## config.mk

```make
export PLATFORM = sky130hd
export DESIGN_NAME = bitslice_alu
export DESIGN_NICKNAME = d
export VERILOG_FILES = /design/src/rtl/alu_pkg.sv /design/src/rtl/alu_slice.sv /design/src/rtl/alu_flags.sv /design/src/rtl/bitslice_alu.sv
export SDC_FILE = /design/constraint.sdc
export NUM_CORES = 1
export LEC_CHECK = 0
export CORE_MARGIN = 2
export CORE_UTILIZATION = 45
export DETAILED_ROUTE_END_ITERATION = 7
export MAX_ROUTING_LAYER = met4
export PLACE_DENSITY = 0.83
export SLEW_MARGIN = 10
export SYNTH_ARGS = -nofsm -noshare
export SYNTH_HDL_FRONTEND = slang
export SYNTH_HIERARCHICAL = 1
export SYNTH_SLANG_ARGS = --single-unit
```

## constraint.sdc

```tcl
create_clock -name vclk -period 19.1
set_input_delay 3.82 -clock vclk [all_inputs]
set_output_delay 3.82 -clock vclk [all_outputs]
set_load 0.03 [all_outputs]
```

## src/rtl/alu_pkg.sv

```systemverilog
package alu_pkg;
  typedef enum logic [1:0] {
    FN_ARITH = 2'd0,
    FN_INVB  = 2'd1,
    FN_OR    = 2'd2,
    FN_AND   = 2'd3
  } alu_fn_e;
endpackage

```

## src/rtl/alu_slice.sv

```systemverilog
module alu_slice
  import alu_pkg::*;
(
  input  logic    a_i,
  input  logic    b_i,
  input  logic    cin_i,
  input  logic    sub_i,
  input  alu_fn_e fn_i,
  output logic    q_o,
  output logic    cout_o
);
  logic b_eff;
  logic sum_bit;

  // Conditional inversion of b for subtraction, then full adder
  always_comb begin
    b_eff   = b_i ^ sub_i;
    sum_bit = a_i ^ b_eff ^ cin_i;
    cout_o  = (a_i & b_eff) | (a_i & cin_i) | (b_eff & cin_i);
  end

  always_comb begin
    unique case (fn_i)
      FN_ARITH: q_o = sum_bit;
      FN_INVB:  q_o = ~b_i;
      FN_OR:    q_o = a_i | b_i;
      FN_AND:   q_o = a_i & b_i;
      default:  q_o = 1'b0;
    endcase
  end
endmodule

```

## src/rtl/alu_flags.sv

```systemverilog
module alu_flags
  import alu_pkg::*;
#(
  parameter int W = 16
) (
  input  logic [W-1:0] q_i,
  input  logic         c_top_in_i,
  input  logic         c_top_out_i,
  input  alu_fn_e      fn_i,
  output logic         carry_o,
  output logic         ovf_o,
  output logic         nz_o
);
  logic arith;

  always_comb begin
    arith   = (fn_i == FN_ARITH);
    carry_o = arith & c_top_out_i;
    ovf_o   = arith & (c_top_in_i ^ c_top_out_i);
    nz_o    = |q_i;
  end
endmodule

```

## src/rtl/bitslice_alu.sv

```systemverilog
module bitslice_alu
  import alu_pkg::*;
#(
  parameter int W = 16
) (
  input  logic [W-1:0] opa,
  input  logic [W-1:0] opb,
  input  logic [1:0]   func_sel,
  input  logic         sub_en,
  output logic [W-1:0] result,
  output logic         carry_out,
  output logic         ovf_flag,
  output logic         nonzero
);
  localparam int MSB = W - 1;

  alu_fn_e      fn;
  logic [W:0]   chain;

  assign fn       = alu_fn_e'(func_sel);
  assign chain[0] = sub_en;

  for (genvar i = 0; i < W; i++) begin : g_slice
    alu_slice u_slice (
      .a_i    (opa[i]),
      .b_i    (opb[i]),
      .cin_i  (chain[i]),
      .sub_i  (sub_en),
      .fn_i   (fn),
      .q_o    (result[i]),
      .cout_o (chain[i+1])
    );
  end

  alu_flags #(.W(W)) u_flags (
    .q_i         (result),
    .c_top_in_i  (chain[MSB]),
    .c_top_out_i (chain[W]),
    .fn_i        (fn),
    .carry_o     (carry_out),
    .ovf_o       (ovf_flag),
    .nz_o        (nonzero)
  );
endmodule

```

==> impl_metrics.toml, run 1 <==
[cts]
post_cts_repair_resize_count = 0
post-cts-setup-buffer-count = 0
ctsHoldBuffers = 0

[synthesis]
mappedNetlistArea_um2 = 1234
yosys_warnings = 6
netlist-cell-type-count = 11
netlist_instances = 152
synth.net_count = 203
syn_avg_cell_area_um2 = 8.116
synth-seq-area-share_pct = 0

[sta]
report.final.slew_viol_count = 0
fin_setup_tns_ps = 0
grt_setup_unrepaired = "no"
tightest_slew_ps = 1018
max_freq_ghz = 0.05753
final_hold_viol_count = 0
post-route-min-period_ps = 17380
max-slew-margin-rel_pct = 31.95
setup_viol = 0
post-route-period-util_pct = 91.00

[power]
p_comb_share_pct = 100.0
power.clock.fraction_pct = 0
p_int_uw = 34.10
p_sw_share_pct = 51.55
post-layout-total-power_uw = 70.39
power.share.sequential_pct = 0
ir_worst_vdd_mv = 0.03317
total_switching_power_uw = 36.28
power.static_leakage_nw = 0.8666
pwr_density_cell_nw_per_um2 = 38.53

[routing]
route.final.wire_length_mm = 3.054
drtIter0Drc = 32
routedWlPerCell_um = 12.83
final_antenna_net_count = 0
via_per_inst = 5.269
drcViolationCount = 0
detailroute.via_count = 1254
drt_first_pass_iters = 4

[layout]
filler_cell_count = 217
clock_buffers = 0
seq_area_um2 = 0
multi_input_area_um2 = 1054
finish.net_count = 261
syn2layout_area_growth_pct = 48.07
fraction_of_final_layout_cells_sized_beyond_drive_strength_1_pct = 0.9615
n_antenna_cell = 0
layout.sequential_cells = 0

[die]
core_area_um2 = 2545
full_die_area_um2 = 3176
die_h_um = 56.36
floorplan_die_width_um = 56.36
top_level_ports = 54
placementRows = 18
initial_core_util_pct = 48.48

[setup_path]
cp-end-kind = "output port"
timing.critical_path.arrival_ps = 13560
setup.worst_path.class = "in2out"
crit_slowest_cell = "clkdlybuf4s50_1"
critPathMaxStageDelay_ps = 620
setup.worst_path.start_class = "input port"
worstPathMaxFanout = 4
critPathMostFrequentCell = "inv_1"
timing.critical_path.buf_inv = 32
cp.required_ps = 15280
path_depth = 53
worst_path_dominant_cell_family = "adder cells"

[run_status]
run_status = "finished clean"

[placed_design]
gp_congestion = 0.8246
dp_hpwl_mm = 2.425
port-buffer-count = 54

[global_routing]
grt_pass1_wl_mm = 5.306
grt_util_all_layers_pct = 20.33
grt.overflow.total = 0
grt_start_max_net_pins = 35
grt_antenna_before_repair = 0
first_global_vias = 1252

[worst_hold_path]
timing.hold.worst_path_depth = 4
hold_class = "in2out"

[flow_run]
max-cap-violations = 0
==> cell usage after synthesis <==
cell type / number / area (µm²)
mux2i_1: 16 / 160.2
nor4_1: 4 / 25.02
o21bai_1: 16 / 120.1
nor3b_1: 1 / 7.510
xnor2_1: 17 / 148.9
fa_1: 16 / 320.3
nand4_1: 1 / 6.260
nor3_1: 1 / 5.000
a21boi_0: 16 / 120.1
inv_1: 48 / 180.2
a2bb2oi_1: 16 / 140.1
==> stage by stage <==
step                      setup slack, ps  hold slack [ps]  cells  area [µm²]  utilization (%)
final                                1719             8889    238        1827            71.78
after global routing                 1176             8934    238        1827            71.78
after global placement               1825             8872    238        1827            71.78
after detailed placement             1690             8889    238        1827            71.78
after floorplan                      2789             7754    152        1234                -
after CTS                            1663             8894    238        1827            71.78
==> power by group through the flow <==
| stage | combinational (mW) | sequential [mW] | clock [mW] |
|---|---|---|---|
| after floorplan | 0.0423 | 0 | 0 |
| after global placement | 0.0682 | 0 | 0 |
| after detailed placement | 0.0707 | 0 | 0 |
| after CTS | 0.0712 | 0 | 0 |
| after global routing | 0.0775 | 0 | 0 |
| final | 0.0704 | 0 | 0 |
==> cells by family after synthesis <==
logic type      share of synthesized area (%)
compound gates                          30.83
xor+xnor                                12.07
fa+ha+maj                               25.96
buf+inv                                 14.60
mux                                     12.98
simple gates                            3.550
==> path summary, 6_finish.rpt <==
check                 startpoint   endpoint  slack, ps
worst max-delay path      opb[0]    nonzero       1720
worst min-delay path      opa[9]  result[9]       8890
==> cell type report <==
type                            instances  area share (%)
Timing Repair Buffer                   56           30.41
Tap cell                               30           2.055
Inverter                               48           9.863
Multi-Input combinational cell        104           57.67
==> placed cells by master, fill, tap and decap left out, drive strengths merged <==
master	instances
clkdlybuf4s50	54
inv	48
xnor2	17
mux2i	16
a21boi	16
o21bai	16
a2bb2oi	16
fa	16
nor4	4
buf	2
nor3	1
nand4	1
nor3b	1
==> layer usage <==
layer  global-route usage, %  up-vias  wire [µm]
met5                       -        -          0
met4                       0        0          0
met3                   2.304        0        203
met2                   37.48       42       1487
met1                   25.46      595       1363
li1                        -      617          -
Note: power is estimated with default switching activity, not from simulation.
==> inputs of run 2 (changes only) <==
CORE_ASPECT_RATIO = 2   (was unset)
==> run 2 against run 1 <==
Against the previous run:
- first-iteration DRC count decreased by 16%
- final cell count down 0.84%
- total power is 1.5% higher
- design area is 0.14% lower
- via count up 2.8%
- non-clock buffer count unchanged
==> impl_metrics.toml, run 2 (same netlist as run 1, synthesis figures left out) <==
[run_status]
run_status = "finished clean"

[routing]
detailroute.via_count = 1289
drtIter0Drc = 27
routedWlPerCell_um = 14.39
drt_first_pass_iters = 4
route.final.wire_length_mm = 3.395
drcViolationCount = 0
final_antenna_net_count = 0
via_per_inst = 5.462

[power]
p_int_uw = 34.29
ir_worst_vdd_mv = 0.02792
power.clock.fraction_pct = 0
power.share.sequential_pct = 0
total_switching_power_uw = 37.17
pwr_density_cell_nw_per_um2 = 39.17
p_sw_share_pct = 52.01
p_comb_share_pct = 100.0
power.static_leakage_nw = 0.8666

[placed_design]
dpl_worst_slack_ps = 1329
dp_hpwl_mm = 2.833
placed_area_um2 = 1824
dp_cells = 236
port-buffer-count = 54
gp_congestion = 0.7709

[global_routing]
grt_antenna_before_repair = 0
grt_pass1_wl_mm = 5.471
grt_start_max_net_pins = 35
first_global_vias = 1274
grt.overflow.total = 0
grt_util_all_layers_pct = 23.43

[layout]
design_area_um2 = 1824
stdcell_count = 236
clock_buffers = 0
syn2layout_area_growth_pct = 47.87
filler_cell_count = 231
seq_area_um2 = 0
n_antenna_cell = 0
layout.sequential_cells = 0
final_common_cell = "clkdlybuf4s50_1"
finish.net_count = 261
final_core_occ_pct = 70.98
fraction_of_final_layout_cells_sized_beyond_drive_strength_1_pct = 0.9615
layout.cells.most_common_list = "54 x clkdlybuf4s50_1, 48 x inv_1, 17 x xnor2_1"

[sta]
post-route-period-util_pct = 92.63
layout_setup_ws_ps = 1407
tightest_slew_ps = 1103
report.final.slew_viol_count = 0
max-slew-margin-rel_pct = 26.21
fin_setup_tns_ps = 0
post-route-min-period_ps = 17690
setup_viol = 0
final_hold_viol_count = 0
max_freq_ghz = 0.05652
grt_setup_unrepaired = "no"

[die]
full_die_area_um2 = 3202
top_level_ports = 54
placementRows = 26
die_h_um = 78.05
core_area_um2 = 2570
initial_core_util_pct = 48.00
floorplan_die_width_um = 41.03

[setup_path]
cp-end-kind = "output port"
worstPathMaxFanout = 7
setup.worst_path.class = "in2out"
timing.critical_path.arrival_ps = 13870
setup.worst_path.start_class = "input port"
crit_slowest_cell = "clkdlybuf4s50_1"
cp.required_ps = 15280
critPathMaxStageDelay_ps = 700
critPathMostFrequentCell = "inv_1"

[worst_hold_path]
hold_class = "in2out"

[cts]
post_cts_repair_resize_count = 0
ctsHoldBuffers = 0
post-cts-setup-buffer-count = 0

[flow_run]
max-cap-violations = 0
==> run 2: final timing paths <==
kind | endpoint | depth (start not counted) | slack [ps] | startpoint
setup / recovery | nonzero | 53 | 1410 | sub_en
hold / removal | result[2] | 4 | 8900 | opa[2]
==> run 2: area by class of cell <==
cell class / instances / area, µm² / area share (%)
inverters: 48 / 180.2 / 9.877
multi-input cells: 104 / 1054 / 57.75
well taps: 28 / 35.03 / 1.920
repair buffers: 56 / 555.5 / 30.45
==> run 2: metal layers <==
| layer | GRT usage (%) | up-vias | share of wire, % |
|---|---|---|---|
| met2 | 44.38 | 35 | 61 |
| li1 | - | 620 | - |
| met3 | 0.8475 | 4 | 3.1 |
| met4 | 3.000 | 0 | 0.82 |
| met1 | 24.73 | 630 | 35 |
| met5 | - | - | 0 |
==> run 2: power groups by stage <==
| stage | logic [mW] | clock network [mW] | registers, mW |
|---|---|---|---|
| 2_1_floorplan | 0.0423 | 0 | 0 |
| 3_3_place_gp | 0.0685 | 0 | 0 |
| 3_5_place_dp | 0.0720 | 0 | 0 |
| 4_1_cts | 0.0723 | 0 | 0 |
| 5_1_grt | 0.0784 | 0 | 0 |
| 6_report | 0.0715 | 0 | 0 |
==> run 2: through the flow <==
stage | power (mW) | hold WS, ps
6_report | 0.07146 | 8896
4_1_cts | 0.07231 | 8904
3_3_place_gp | 0.06848 | 8872
5_1_grt | 0.07839 | 8948
2_1_floorplan | 0.04226 | 7754
3_5_place_dp | 0.07199 | 8897
==> run 2: critical path: cells and delay by family <==
kind | cells | cell delay, ps
muxes | 1 | 60
and+or+nand+nor | 2 | 420
buffers and inverters | 33 | 3150
AOI/OAI and AO/OA | 1 | 160
adders and majority gates | 16 | 6260
==> inputs of run 3 (changes only) <==
SLEW_MARGIN = 0   (was 10)
==> results of run 3 <==
The final DEF is identical to that of run 2; final timing and power are the same.
